$ cat config.mk
export PLATFORM = sky130hd
export DESIGN_NAME = narrow_insn_expander
export DESIGN_NICKNAME = d
export VERILOG_FILES = /design/src/rtl/narrow_insn_expander.sv
export SDC_FILE = /design/constraint.sdc
export NUM_CORES = 1
export LEC_CHECK = 0
export BUFFER_PORTS_ARGS = -buffer_cell sky130_fd_sc_hd__clkbuf_2
export CAP_MARGIN = 30
export CORE_MARGIN = 4
export CORE_UTILIZATION = 24
export CTS_CLUSTER_SIZE = 28
export DETAILED_ROUTE_END_ITERATION = 6
export PLACE_DENSITY_LB_ADDON = 0.08
export RECOVER_POWER = 25
export SLEW_MARGIN = 20
export SYNTH_ARGS = -nofsm -noshare
export SYNTH_HDL_FRONTEND = slang
export SYNTH_SLANG_ARGS = --single-unit
export TNS_END_PERCENT = 20
$ cat constraint.sdc
create_clock -name clk -period 3.4 [get_ports clk]
set_input_delay 0.34 -clock clk [delete_from_list [all_inputs] [get_ports clk]]
set_output_delay 0.34 -clock clk [all_outputs]
set_load 0.03 [all_outputs]
$ cat src/rtl/narrow_insn_expander.sv
module narrow_insn_expander (
  input  logic        clk,
  input  logic        rst,
  input  logic        in_valid,
  output logic        in_ready,
  input  logic [15:0] in_insn,
  input  logic        debug_override,
  output logic        out_valid,
  input  logic        out_ready,
  output logic [31:0] out_word,
  output logic [2:0]  out_class,
  output logic [7:0]  out_tag
);

  localparam logic [2:0] C_EXP = 3'd0, C_SWI = 3'd1, C_PAB = 3'd2,
                         C_DBG = 3'd3, C_UND = 3'd4, C_UNS = 3'd5;

  logic [7:0]  hi;
  logic [31:0] nx_word;
  logic [2:0]  nx_class;
  logic [7:0]  nx_tag;
  logic        undef_hit;
  logic        take;

  assign hi   = in_insn[15:8];
  assign take = in_valid && in_ready;
  assign in_ready = !out_valid || out_ready;

  assign undef_hit = (hi == 8'b1011_0001) ||
                     (hi[7:3] == 5'b10110 && hi[1]) ||
                     (hi[7:2] == 6'b101110) ||
                     (hi == 8'b1011_1111) ||
                     (hi == 8'b1101_1110);

  always_comb begin
    nx_word  = '0;
    nx_class = C_UNS;
    nx_tag   = '0;
    if (undef_hit) begin
      nx_class = C_UND;
    end else if (hi == 8'hDF) begin
      nx_class = C_SWI;
      nx_tag   = in_insn[7:0];
    end else if (hi == 8'hBE) begin
      nx_class = debug_override ? C_DBG : C_PAB;
      nx_tag   = in_insn[7:0];
    end else if (in_insn[15:6] == 10'b01_0000_0101) begin
      nx_class = C_EXP;
      nx_word  = {12'hE0B, 1'b0, in_insn[2:0], 1'b0, in_insn[2:0], 8'h00, 1'b0, in_insn[5:3]};
    end else if (in_insn[15:9] == 7'b000_1110) begin
      nx_class = C_EXP;
      nx_word  = {12'hE29, 1'b0, in_insn[5:3], 1'b0, in_insn[2:0], 9'b0, in_insn[8:6]};
    end else if (in_insn[15:11] == 5'b00110) begin
      nx_class = C_EXP;
      nx_word  = {12'hE29, 1'b0, in_insn[10:8], 1'b0, in_insn[10:8], 4'h0, in_insn[7:0]};
    end
  end

  always_ff @(posedge clk) begin
    if (rst) begin
      out_valid <= 1'b0;
    end else if (take) begin
      out_valid <= 1'b1;
    end else if (out_ready) begin
      out_valid <= 1'b0;
    end
  end

  always_ff @(posedge clk) begin
    if (take) begin
      out_word  <= nx_word;
      out_class <= nx_class;
      out_tag   <= nx_tag;
    end
  end

  AST_ACCEPT_VALID: assert property (@(posedge clk) disable iff (rst)
    (in_valid && in_ready) |=> out_valid);

  AST_STALL_HOLD: assert property (@(posedge clk) disable iff (rst)
    (out_valid && !out_ready) |=> (out_valid && $stable(out_word) &&
                                   $stable(out_class) && $stable(out_tag)));

  AST_DRAIN: assert property (@(posedge clk) disable iff (rst)
    (out_valid && out_ready && !in_valid) |=> !out_valid);

  AST_CLASS_RANGE: assert property (@(posedge clk) disable iff (rst)
    out_valid |-> (out_class <= C_UNS));

  AST_ZERO_WORD: assert property (@(posedge clk) disable iff (rst)
    (out_valid && out_class != C_EXP) |-> (out_word == 32'h0));

  AST_REG_WIDEN: assert property (@(posedge clk) disable iff (rst)
    (out_valid && out_class == C_EXP) |-> (!out_word[19] && !out_word[15]));

  AST_RESET_CLEAR: assert property (@(posedge clk)
    rst |=> !out_valid);

endmodule

Yosys cells after proc, flatten, opt, wreduce, memory -nomap -nowiden
Cells that the tools add are included.
{"block": "totals", "out_inout_bits": 45, "romBits": 0, "ram_bits": 0, "mem_count": 0, "word_cells": 46, "latch_bits": 0, "reg_bits": 44}
{"block": "op_classes", "reduce_logical": 14, "div": 0, "n_lt_le_gt_ge": 0, "addsub": 0, "muxes": 13, "eq_ne": 10, "n_mul": 0, "n_bitwise": 1, "shifts": 0}
{"cell": "2-to-1 mux 32 bit", "count": 3}
{"cell": "== test 8 bit, second input constant", "count": 5}
{"cell": "2-to-1 mux 8 bit", "count": 2}
{"cell": "2-to-1 mux 3 bit", "count": 5}
{"cell": "== test 10 x 9 -> 1 bit, second input constant", "count": 1}
{"cell": "== test 7 x 4 -> 1 bit, second input constant", "count": 1}
{"cell": "== test 6 bit, second input constant", "count": 1}
{"cell": "OR reduction 6 bit", "count": 1}
{"cell": "== test 5 x 3 -> 1 bit, second input constant", "count": 1}
{"cell": "== test 5 bit, second input constant", "count": 1}
{"cell": "logical OR 1 bit", "count": 5}
{"cell": "OR reduction 5 bit", "count": 1}
{"cell": "OR reduction 4 bit", "count": 1}
{"cell": "2-to-1 mux 1 bit", "count": 3}
{"cell": "OR reduction 3 bit", "count": 1}
{"cell": "logical AND 1 bit", "count": 2}
{"cell": "nonzero test 2 bit", "count": 1}
{"cell": "OR reduction 2 bit", "count": 1}
{"cell": "zero test 1 bit", "count": 1}
{"cell": "NOT 1 bit", "count": 1}

Logic depth before layout (Yosys ltp)
{"block": "logic_depth", "ltp_word": 7, "ltp_mapped": 5, "ltp_nobuf": 4}

Worst setup path before layout
OpenSTA, ideal clock, no wires.
{"block": "synth_timing", "path_type": "reg-to-reg", "startpoint": "register out_valid", "endpoint": "register out_class[0] (enable)", "setup_ps": 387, "path_stages_with_launch": 3, "arrival_ps": 1492, "path_slack_ps": 1521, "cell_sequence": "dfxtp_1 > nand2b_1 > and2_1"}
{"block": "synth_via", "elab_chain_cells": 3}
{"item": "start: declaration", "line": "8", "source": "output logic out_valid,"}
{"item": "start signal: assignment", "line": "61", "source": "out_valid <= 1'b0;"}
{"item": "start signal: assignment", "line": "63", "source": "out_valid <= 1'b1;"}
{"item": "start signal: assignment", "line": "65", "source": "out_valid <= 1'b0;"}
{"item": "zero test 1 bit", "line": "27", "source": "assign in_ready = !out_valid || out_ready;"}
{"item": "logical OR 1 bit", "line": "27"}
{"item": "named net in_ready", "line": "5", "source": "output logic in_ready,"}
{"item": "logical AND 1 bit", "line": "26", "source": "assign take = in_valid && in_ready;"}
{"item": "named net take", "line": "23", "source": "logic take;"}
{"item": "end signal: assignment", "line": "72", "source": "out_class <= nx_class;"}
{"item": "end: declaration", "line": "11", "source": "output logic [2:0] out_class,"}
The timed path passes the listed nets, and every way through them passes these cells.
A chain may end at the register's enable or synchronous reset.

Worst setup path in the final report
{"block": "layout_timing", "startpoint": "input port in_insn[14]", "endpoint": "register out_class[0] (data pin)"}
{"block": "layout_via", "elab_chain_cells": 6, "elab_cells_between_ends": 20, "classes_between": "eq/ne: 10; mux: 5; reduce/logical: 5"}
{"item": "start: declaration", "line": "6", "source": "input logic [15:0] in_insn,"}
{"item": "== test 5 x 3 -> 1 bit / == test 5 bit (equally long branches)", "line": "53, 30"}
{"item": "2-to-1 mux 3 bit / logical AND 1 bit (equally long branches)", "line": "53, 30"}
{"item": "2-to-1 mux 3 bit / logical OR 1 bit (equally long branches)", "line": "50, 29"}
{"item": "2-to-1 mux 3 bit / logical OR 1 bit (equally long branches)", "line": "47, 30"}
{"item": "2-to-1 mux 3 bit / logical OR 1 bit (equally long branches)", "line": "44, 31"}
{"item": "2-to-1 mux 3 bit / logical OR 1 bit (equally long branches)", "line": "41, 32"}
Parallel ways exist; a longest one is shown, timed or not.

==> qor.csv <==
stage,metric,value,unit
placed_design,Placed Area,1690,µm²
die,Die W,84.7,µm
die,Initial Utilization,25.2,%
sta,Setup Viol. Count Final,0,
sta,Worst Skew,5.95,ps
clock_network,CTS Buf Count,5,
grt,global-route met1 utilization,11.0,%
detailed_routing,first-pass detailed-route iteration total,4,
finish,area of the multi-input gates,432,µm²
setup_path,"Slowest-stage cell, CP",nor3b_4,
run,total of max-cap violations,0,
synth,top cells by area in the synthesized netlist,"edfxtp_1 (60%), buf_4 (8.0%), and2_1 (6.2%)",
clock_network,later-pin clock latency in the skew report,280,ps
synth,Mapped Cells,108,
setup_path,r2r worst-path depth,3,
finish,Layout Nets,183,
synth,Mapped Area,1410,µm²
detailed_routing,Starting DRT DRC Count,39,
finish,Final Util,31.5,%
placed_design,Place WS,1390,ps
grt,global-route wire length before repair,5.18,mm
finish,ant diodes,0,
sta,worst slew pin tran,613,ps
placed_design,DP Wirelength,2.49,mm
clock_network,htree depth,2,
grt,pin count of the biggest net entering global routing,29,
setup_path,Crit path required time,3400,ps
sta,crit path time final,1700,ps
grt,Top Usage Layer GRT,met2,
clock_network,Clock transition at path regs,70,ps
finish,share of layout cells above drive strength 1,30.1,%
sta,Slew headroom,58.1,%
setup_path,Crit Path Class,input pin to register,
detailed_routing,Vias,1005,
pwr,Power Dens Cells,484,nW/µm²
finish,Fillers,614,
detailed_routing,DRC viols,0,
synth,register bit total from synthesis,29,
detailed_routing,DR vias/cell,4.28,
sta,hold_ws,204,ps
finish,"Non-Filler Cell Area, Final",1770,µm²
die,I/O Pins,66,
grt,vias in the first global route,1006,
detailed_routing,per-cell routed wire length,14.0,µm
sta,"Hold Violations, Final",0,
setup_path,CP Cell Sequence,clkbuf_2 > or3b_4 > nor3b_4 > or3_4 > a211oi_2,
setup_path,Crit. Startpoint,in_insn[14],
clock_network,CTS tree,yes,
hold_path,Hold WC Path Type,input pin to register,
die,die height,84.7,µm
grt,initial antenna violation count,0,
detailed_routing,remaining antenna violation count,0,
setup_path,Critical Path AT,1700,ps
grt,total grt overflow,0,
clock_network,CTS Sinks,29,
setup_path,delay of the slowest critical-path stage,510,ps
setup_path,CP Launch Type,input pin,
pwr,peak supply drop,152,µV
synth,Netlist cell types,32,
sta,Max Fclk,0.588,GHz
synth,Avg Inst Size Synth,13.1,µm²
grt,Global Route met2 Usage,14.9,%
synth,Synth top area share,59.6,%
grt,global-route usage over all layers,9.48,%
synth,"Seq/Total Area, Yosys",61.0,%
grt,met3 GRT Util,3.53,%
clock_network,Root Driver,clkbuf_8,
finish,area growth from synthesis to layout,25.1,%
setup_path,reg2reg start,out_valid,
setup_path,Setup crit end,out_class[0],
sta,Final Max Tran Viols,0,
sta,PnR worst setup slack,1700,ps
die,Core ar.,5610,µm²
sta,setup TNS,0,ps
synth,Synthesis Warnings,0,
sta,Final period util,50.0,%
setup_path,R2R Setup Slk,2160,ps
hold_path,Hold Path Origin,rst,
pwr,LEAKAGE,0.741,nW
finish,sequential cell area,861,µm²
die,cell row count,27,
outcome,run status,"finished, final reports clean",
sta,RSZ-0062 raised after global routing,false,
clock_network,Clock Path Buffers,2,
placed_design,routability cong.,0.659,
synth,post-synth top area cell,edfxtp_1,
setup_path,top fanout value on the critical path,16,
setup_path,Crit. End Element,register,
placed_design,port buffer count,54,
clock_network,post_cts resized,0,
clock_network,Post-CTS Hold Fix Bufs,0,
die,die area,7170,µm²
clock_network,Post-CTS Setup Bufs,0,
detailed_routing,final WL,3.29,mm
setup_path,Reg2Reg Capture Point,out_tag[2],
## cells in the final DEF (no fill, tap or decap), drive strengths merged
master / synthesis / layout
a22o: 4 / 4
conb: 1 / 11
dfxtp: 1 / 1
nor2: 3 / 3
and4: 1 / 1
or3: 2 / 2
nor3: 2 / 2
a222oi: 5 / 5
nor4: 2 / 2
a21o: 1 / 1
clkinv: 0 / 1
clkbuf: 1 / 61
nand3b: 1 / 1
nand2: 3 / 3
a2111oi: 1 / 1
nor4b: 1 / 1
buf: 17 / 1
a211oi: 1 / 1
and2: 14 / 14
o21ai: 2 / 2
edfxtp: 28 / 28
nor3b: 1 / 1
or2b: 1 / 1
a21oi: 2 / 2
nand2b: 2 / 2
or2: 2 / 2
inv: 8 / 8
or3b: 1 / 1
## logic make-up (layout without fill, tap and decap cells)
family                 after synthesis  count (layout)  share of synthesized area (%)
other                                1              11                          0.266
and+or+nand+nor                     36              36                           17.9
AOI/OAI and AO/OA                   16              16                           9.75
DFF                                 29              29                           61.0
buffers and inverters               26              71                           11.1
## state kept, by name, summed over array words and instances (netlist names)
name       flops
out_word      17
out_tag        8
out_class      3
out_valid      1
## layer usage
metal | up-vias | share of wire (%)
met5 | - | 0
met4 | 0 | 2.4
met3 | 5 | 8.6
met2 | 47 | 48
met1 | 471 | 41
li1 | 482 | -
## cell usage after synthesis
cell	n
edfxtp_1	28
buf_4	15
and2_1	14
inv_1	8
a222oi_1	5
a22o_1	4
nand2_1	3
nor2_1	3
buf_2	2
nand2b_1	2
nor3_1	2
o21ai_0	2
a2111oi_0	1
a211oi_2	1
a21o_1	1
a21oi_1	1
a21oi_2	1
and4_1	1
clkbuf_1	1
conb_1	1
dfxtp_1	1
nand3b_1	1
nor3b_4	1
nor4_1	1
nor4_4	1
nor4b_1	1
or2_1	1
or2_2	1
or2b_1	1
or3_1	1
or3_4	1
or3b_4	1
## cell type report
cell class                 count  area share [%]
clock buffer                   7            5.46
clock inverter                 1           0.283
inverter                       8            1.70
multi-input combinational     63            24.5
sequential                    29            48.8
tap                           72            5.10
timing repair buffer          55            14.2
## how the worst min path moves through the flow
stage                end  slack, ps  depth (start not counted)
2_1_floorplan  out_valid        410                          1
3_3_place_gp   out_valid        490                          2
3_5_place_dp   out_valid        500                          2
4_1_cts        out_valid        190                          2
5_1_grt        out_valid        200                          2
6_report       out_valid        200                          2
## critical path: cells and delay by family
family,cells,cell delay [ps]
simple gates,3,1200
buf+inv,1,130
compound gates,1,30
## through the flow
step / instances / power [mW]
after detailed placement: 227 / 0.554
after global placement: 227 / 0.553
after floorplan: 118 / 0.520
final: 235 / 0.854
after CTS: 235 / 0.871
after global routing: 235 / 0.888
## report_power, final
group / switching (mW) / internal [mW] / leakage (nW)
combinational: 0.0970 / 0.0275 / 0.404
sequential: 0.00562 / 0.411 / 0.282
clock: 0.131 / 0.183 / 0.0542
total: 0.233 / 0.621 / 0.741
(Power assumes the default switching activity.)
